<file path="config.mk">
export PLATFORM = sky130hd
export DESIGN_NAME = useq_rowcol
export DESIGN_NICKNAME = d
export VERILOG_FILES = /design/src/rtl/useq_rowcol.sv
export SDC_FILE = /design/constraint.sdc
export NUM_CORES = 1
export LEC_CHECK = 0
export ABC_AREA = 1
export ABC_CLOCK_PERIOD_IN_PS = 1000
export BUFFER_PORTS_ARGS = -buffer_cell sky130_fd_sc_hd__buf_2
export CORE_AREA = 8 8 45 47
export DETAILED_ROUTE_END_ITERATION = 8
export DIE_AREA = 0 0 53 55
export PLACE_DENSITY = 0.77
export SETUP_SLACK_MARGIN = 0.02
export SLEW_MARGIN = 10
export SYNTH_ARGS = -nofsm -noshare
export SYNTH_HDL_FRONTEND = slang
export SYNTH_SLANG_ARGS = --single-unit
</file>
<file path="constraint.sdc">
create_clock -name clk -period 1 [get_ports clk]
set_input_delay 0.25 -clock clk [delete_from_list [all_inputs] [get_ports clk]]
set_output_delay 0.25 -clock clk [all_outputs]
set_load 0.005 [all_outputs]
</file>
<file path="src/rtl/useq_rowcol.sv">
module useq_rowcol #(
  parameter int ROW_W = 5,
  parameter int COL_W = 4,
  parameter int SUB_W = 2
) (
  input  logic                   clk,
  input  logic                   rst_n,
  input  logic [2:0]             jfn,
  input  logic [ROW_W-1:0]       row_f,
  input  logic [COL_W-1:0]       col_f,
  input  logic                   cond,
  input  logic [1:0]             ci_sel,
  input  logic                   co_in,
  input  logic                   co_cap,
  output logic [ROW_W+COL_W-1:0] addr,
  output logic                   ci_out,
  output logic                   co_flag
);
  localparam int AW = ROW_W + COL_W;

  logic [ROW_W-1:0] cur_row, row_c, row_s, nxt_row;
  logic [COL_W-1:0] cur_col, col_c, nxt_col;

  assign cur_row = addr[AW-1:COL_W];
  assign cur_col = addr[COL_W-1:0];
  assign col_c   = {col_f[COL_W-1:1], cond};
  assign row_c   = {row_f[ROW_W-1:1], cond};
  assign row_s   = {cur_row[ROW_W-1:SUB_W], row_f[SUB_W-1:0]};

  always_comb begin
    nxt_row = cur_row;
    nxt_col = cur_col;
    case (jfn)
      3'd0: begin nxt_row = '0;    nxt_col = col_f; end
      3'd1: begin                  nxt_col = col_f; end
      3'd2: begin nxt_row = row_f;                  end
      3'd3: begin nxt_row = row_s; nxt_col = col_f; end
      3'd4: begin                  nxt_col = col_c; end
      3'd5: begin nxt_row = row_c;                  end
      3'd6: begin nxt_row = '0;    nxt_col = col_c; end
      default: begin nxt_row = row_s; nxt_col = col_c; end
    endcase
  end

  always_ff @(posedge clk) begin
    if (!rst_n) begin
      addr    <= '0;
      co_flag <= 1'b0;
    end else begin
      addr <= {nxt_row, nxt_col};
      if (co_cap) co_flag <= co_in;
    end
  end

  always_comb begin
    case (ci_sel)
      2'd0:    ci_out = 1'b0;
      2'd1:    ci_out = 1'b1;
      2'd2:    ci_out = co_flag;
      default: ci_out = cond;
    endcase
  end
endmodule

</file>
==> metrics.md <==
| Metric | Value |
|---|---|
| Status | `finished with violations` |
| Violated checks | `setup timing` |
| RSZ-0062 raised after global routing | `yes` |
| Distinct cell type count after synthesis | `19` |
| H-tree Lvls | `1` |
| Min cycle time layout | `1.14 ns` |
| Simple logic cell fraction of the synthesized area | `~33%` |
| Final setup margin | `-0.142 ns` |
| Crit path max fanout | `2` |
| Placed cells | `between 100 and 150` |
| CP bufs+invs | `1` |
| Largest family of logic cells by synthesized area | `simple AND/OR/NAND/NOR gates` |
| Startpoint type of the worst setup path | `flip-flop` |
| DRT Wirelength | `1460 µm` |
| Pleak | `around 0.37 nW` |
| Reg-to-Reg Start | `co_flag` |
| Post-CTS Hold Buffers | `0` |
| Post-route cell area | `738 µm²` |
| CTS tree | `done` |
| WHS Endpoint | `co_flag` |
| Worst Path Required | `about 0.75 ns` |
| Die H | `55 µm` |
| Mux cell area share after synthesis | `0%` |
| Worst vdd ir | `around 0.62 mV` |
| Total number of vias | `about 570` |
| CP top delay family | `flip-flops` |
| Number of nets in the layout | `121` |
| WL per Instance | `12.5 µm` |
| Max-cap violations | `0` |
| RePlAce Congestion | `0.821` |
| Vias per Instance | `4.84` |
| DP Area | `656 µm²` |
| Final core occ | `53.3%` |
| Slowest stage delay, CP | `0.33 ns` |
| Final Power | `just over 1 mW` |
| Clk pin slew, worst setup/hold paths | `0.06 ns` |
| Post-Syn Nets | `85` |
| Combinational share of power | `around 20%` |
| Vias in the first global route | `530` |
| Synth-to-layout area growth | `52.8%` |
| Ant. Diodes | `0` |
| Cell Count, Final, Fillers Out | `117` |
| Core Rows | `14` |
| Total global-route track usage | `9.91%` |
| Initial antenna violation count | `0` |
| Dpl hpwl | `1210 µm` |
| Clock network fraction of total power | `between 30% and 40%` |
| Detail Route Antenna Nets | `0` |
| Xor/xnor share of the synthesized area | `0%` |
| Largest net degree at the start of global routing | `9` |
| Internal power | `0.748 mW` |
| Worst path arrival time | `0.89 ns` |
| Cells along the critical path | `a21oi_2, a31oi_1, buf_2` |
| Clk_lat worst skew | `roughly 0.26 ns` |
| Synth Register Bits | `10` |
| Pwr/cell area | `1360 nW/µm²` |
| DRC | `0` |
| Sequential share of the synthesized area | `41.5%` |
| Fraction of final layout cells with drive strength greater than 1 | `53.5%` |
| Most frequent cells in the layout | `25 x buf_2, 12 x nand2_1, 8 x nor2_1, 8 x dfxtp_2, 7 x nand3_1` |
| Tcrit/Tclk final | `114%` |
| Hold_ws | `0.166 ns` |
| # clock sinks | `10` |
| Hold Startpoint | `co_cap` |
| Worst relative slew slack | `89.2%` |
| Post-Synth Adder-Cell Area | `0%` |
| CTS Buf Count | `3` |
| Fmax | `876 MHz` |
| DRT iter0 DRCs | `6` |
| Clock skew | `0 ns` |
| Drt pass-1 iters | `4` |
| Clk Tree Root Cell | `clkbuf_4` |
| DIE WIDTH | `53 µm` |
| Most common cell after layout, fill and taps aside | `buf_2` |
| Sequential power share | `44.1%` |
| Reg-to-Reg End | `co_flag` |
| Top-level port count | `30` |
| Setup TNS | `-0.210 ns` |
| Post-synth top area share | `41.5%` |
| Syn. warnings | `0` |
| Cell accounting for the most synthesized area | `dfxtp_1` |
| GR Overflow Total | `0` |
| Core area | `1380 µm²` |
| Post-Syn Area | `483 µm²` |
| Flop2flop setup slack | `0.23 ns` |
| Die area | `2920 µm²` |
| Crit path max-delay cell type | `dfxtp_2` |
| Synth top area cells | `dfxtp_1 41%, nand2_1 9.3%, a21oi_1 7.3%` |
| Switch share | `25.7%` |
| Synth Area in Compound Gates | `18.4%` |
| Hold Crit Class | `primary input to flip-flop` |
| Starting Density | `34.9%` |
| Mapped Cells | `66` |
| Hold path cells | `2` |
| CTS max path bufs | `2` |
| Crit path kind | `flip-flop to output pin` |
| Psw | `0.259 mW` |
| # port buffers | `29` |
| Final-report hold violation count | `0` |
| Worst slew pin tran | `0.162 ns` |
| Syn avg cell area | `between 7 and 8 µm²` |
| Max Slew Vio Count | `0` |
| R2R depth | `3` |
| Final setup fails | `2` |
| Setup slack at placement | `-0.0390 ns` |
| First-pass GRT wire length | `2130 µm` |
| Crit path capture type | `output pin` |
## power groups by stage
stage          Combinational, mW  Sequential [mW]  Clock (mW)
2_1_floorplan             0.0865            0.450           0
3_3_place_gp               0.180            0.446           0
3_5_place_dp               0.186            0.447           0
4_1_cts                    0.196            0.438       0.369
5_1_grt                    0.226            0.447       0.391
6_report                   0.202            0.444       0.361
## cells in the mapped netlist
cell and number:
a31oi_1 1, inv_2 3, o21ai_2 1, a21oi_2 1
nand2_4 1, nor2_1 8, a21oi_1 7, nand3_1 7
nand2_1 12, inv_4 1, nand3_4 1, nand2_2 1
inv_1 3, nand3_2 1, clkinv_1 1, o21ai_1 3
dfxtp_1 10, nand4_1 1, o21ai_0 3
## sequential cells by signal, summed over array words and instances, names as in the netlist
name,count
addr,9
co_flag,1
## timing repair
| action | 4_1_cts | 5_1_grt |
|---|---|---|
| buffers inserted | 1 | 0 |
| endpoints found under the setup margin | 1 | 9 |
| gates resized for setup | 3 | 10 |
## area by class of cell
cell class / count / area [µm²]
clock buffers: 4 / 36.3
fillers: 145 / 646
inverters: 8 / 32.5
multi-input cells: 48 / 254
flip-flops and latches: 10 / 210
well taps: 16 / 20.0
repair buffers: 31 / 185
## layer usage
layer / global-route usage (%) / wire, µm / vias to the layer above
met3: 4.01 / 156 / 6
met5: 0 / 0 / -
li1: - / - / 290
met4: 6.47 / 34 / 0
met2: 18.0 / 719 / 19
met1: 9.01 / 547 / 251
## logic make-up (layout without fill, tap and decap cells)
family	after synthesis	in the layout
and+or+nand+nor	32	32
buffers and inverters	8	43
DFF	10	10
AOI/OAI and AO/OA	16	16
## worst max path at each step
| stage | from | to | cells past startpoint |
|---|---|---|---|
| 4_1_cts | co_flag | ci_out | 3 |
| 5_1_grt | co_flag | ci_out | 3 |
| 3_3_place_gp | jfn[2] | addr[4] | 7 |
| 6_report | co_flag | ci_out | 3 |
| 2_1_floorplan | co_flag | ci_out | 2 |
| 3_5_place_dp | jfn[1] | addr[2] | 7 |
No activity file was read; power rests on OpenSTA's default activity.
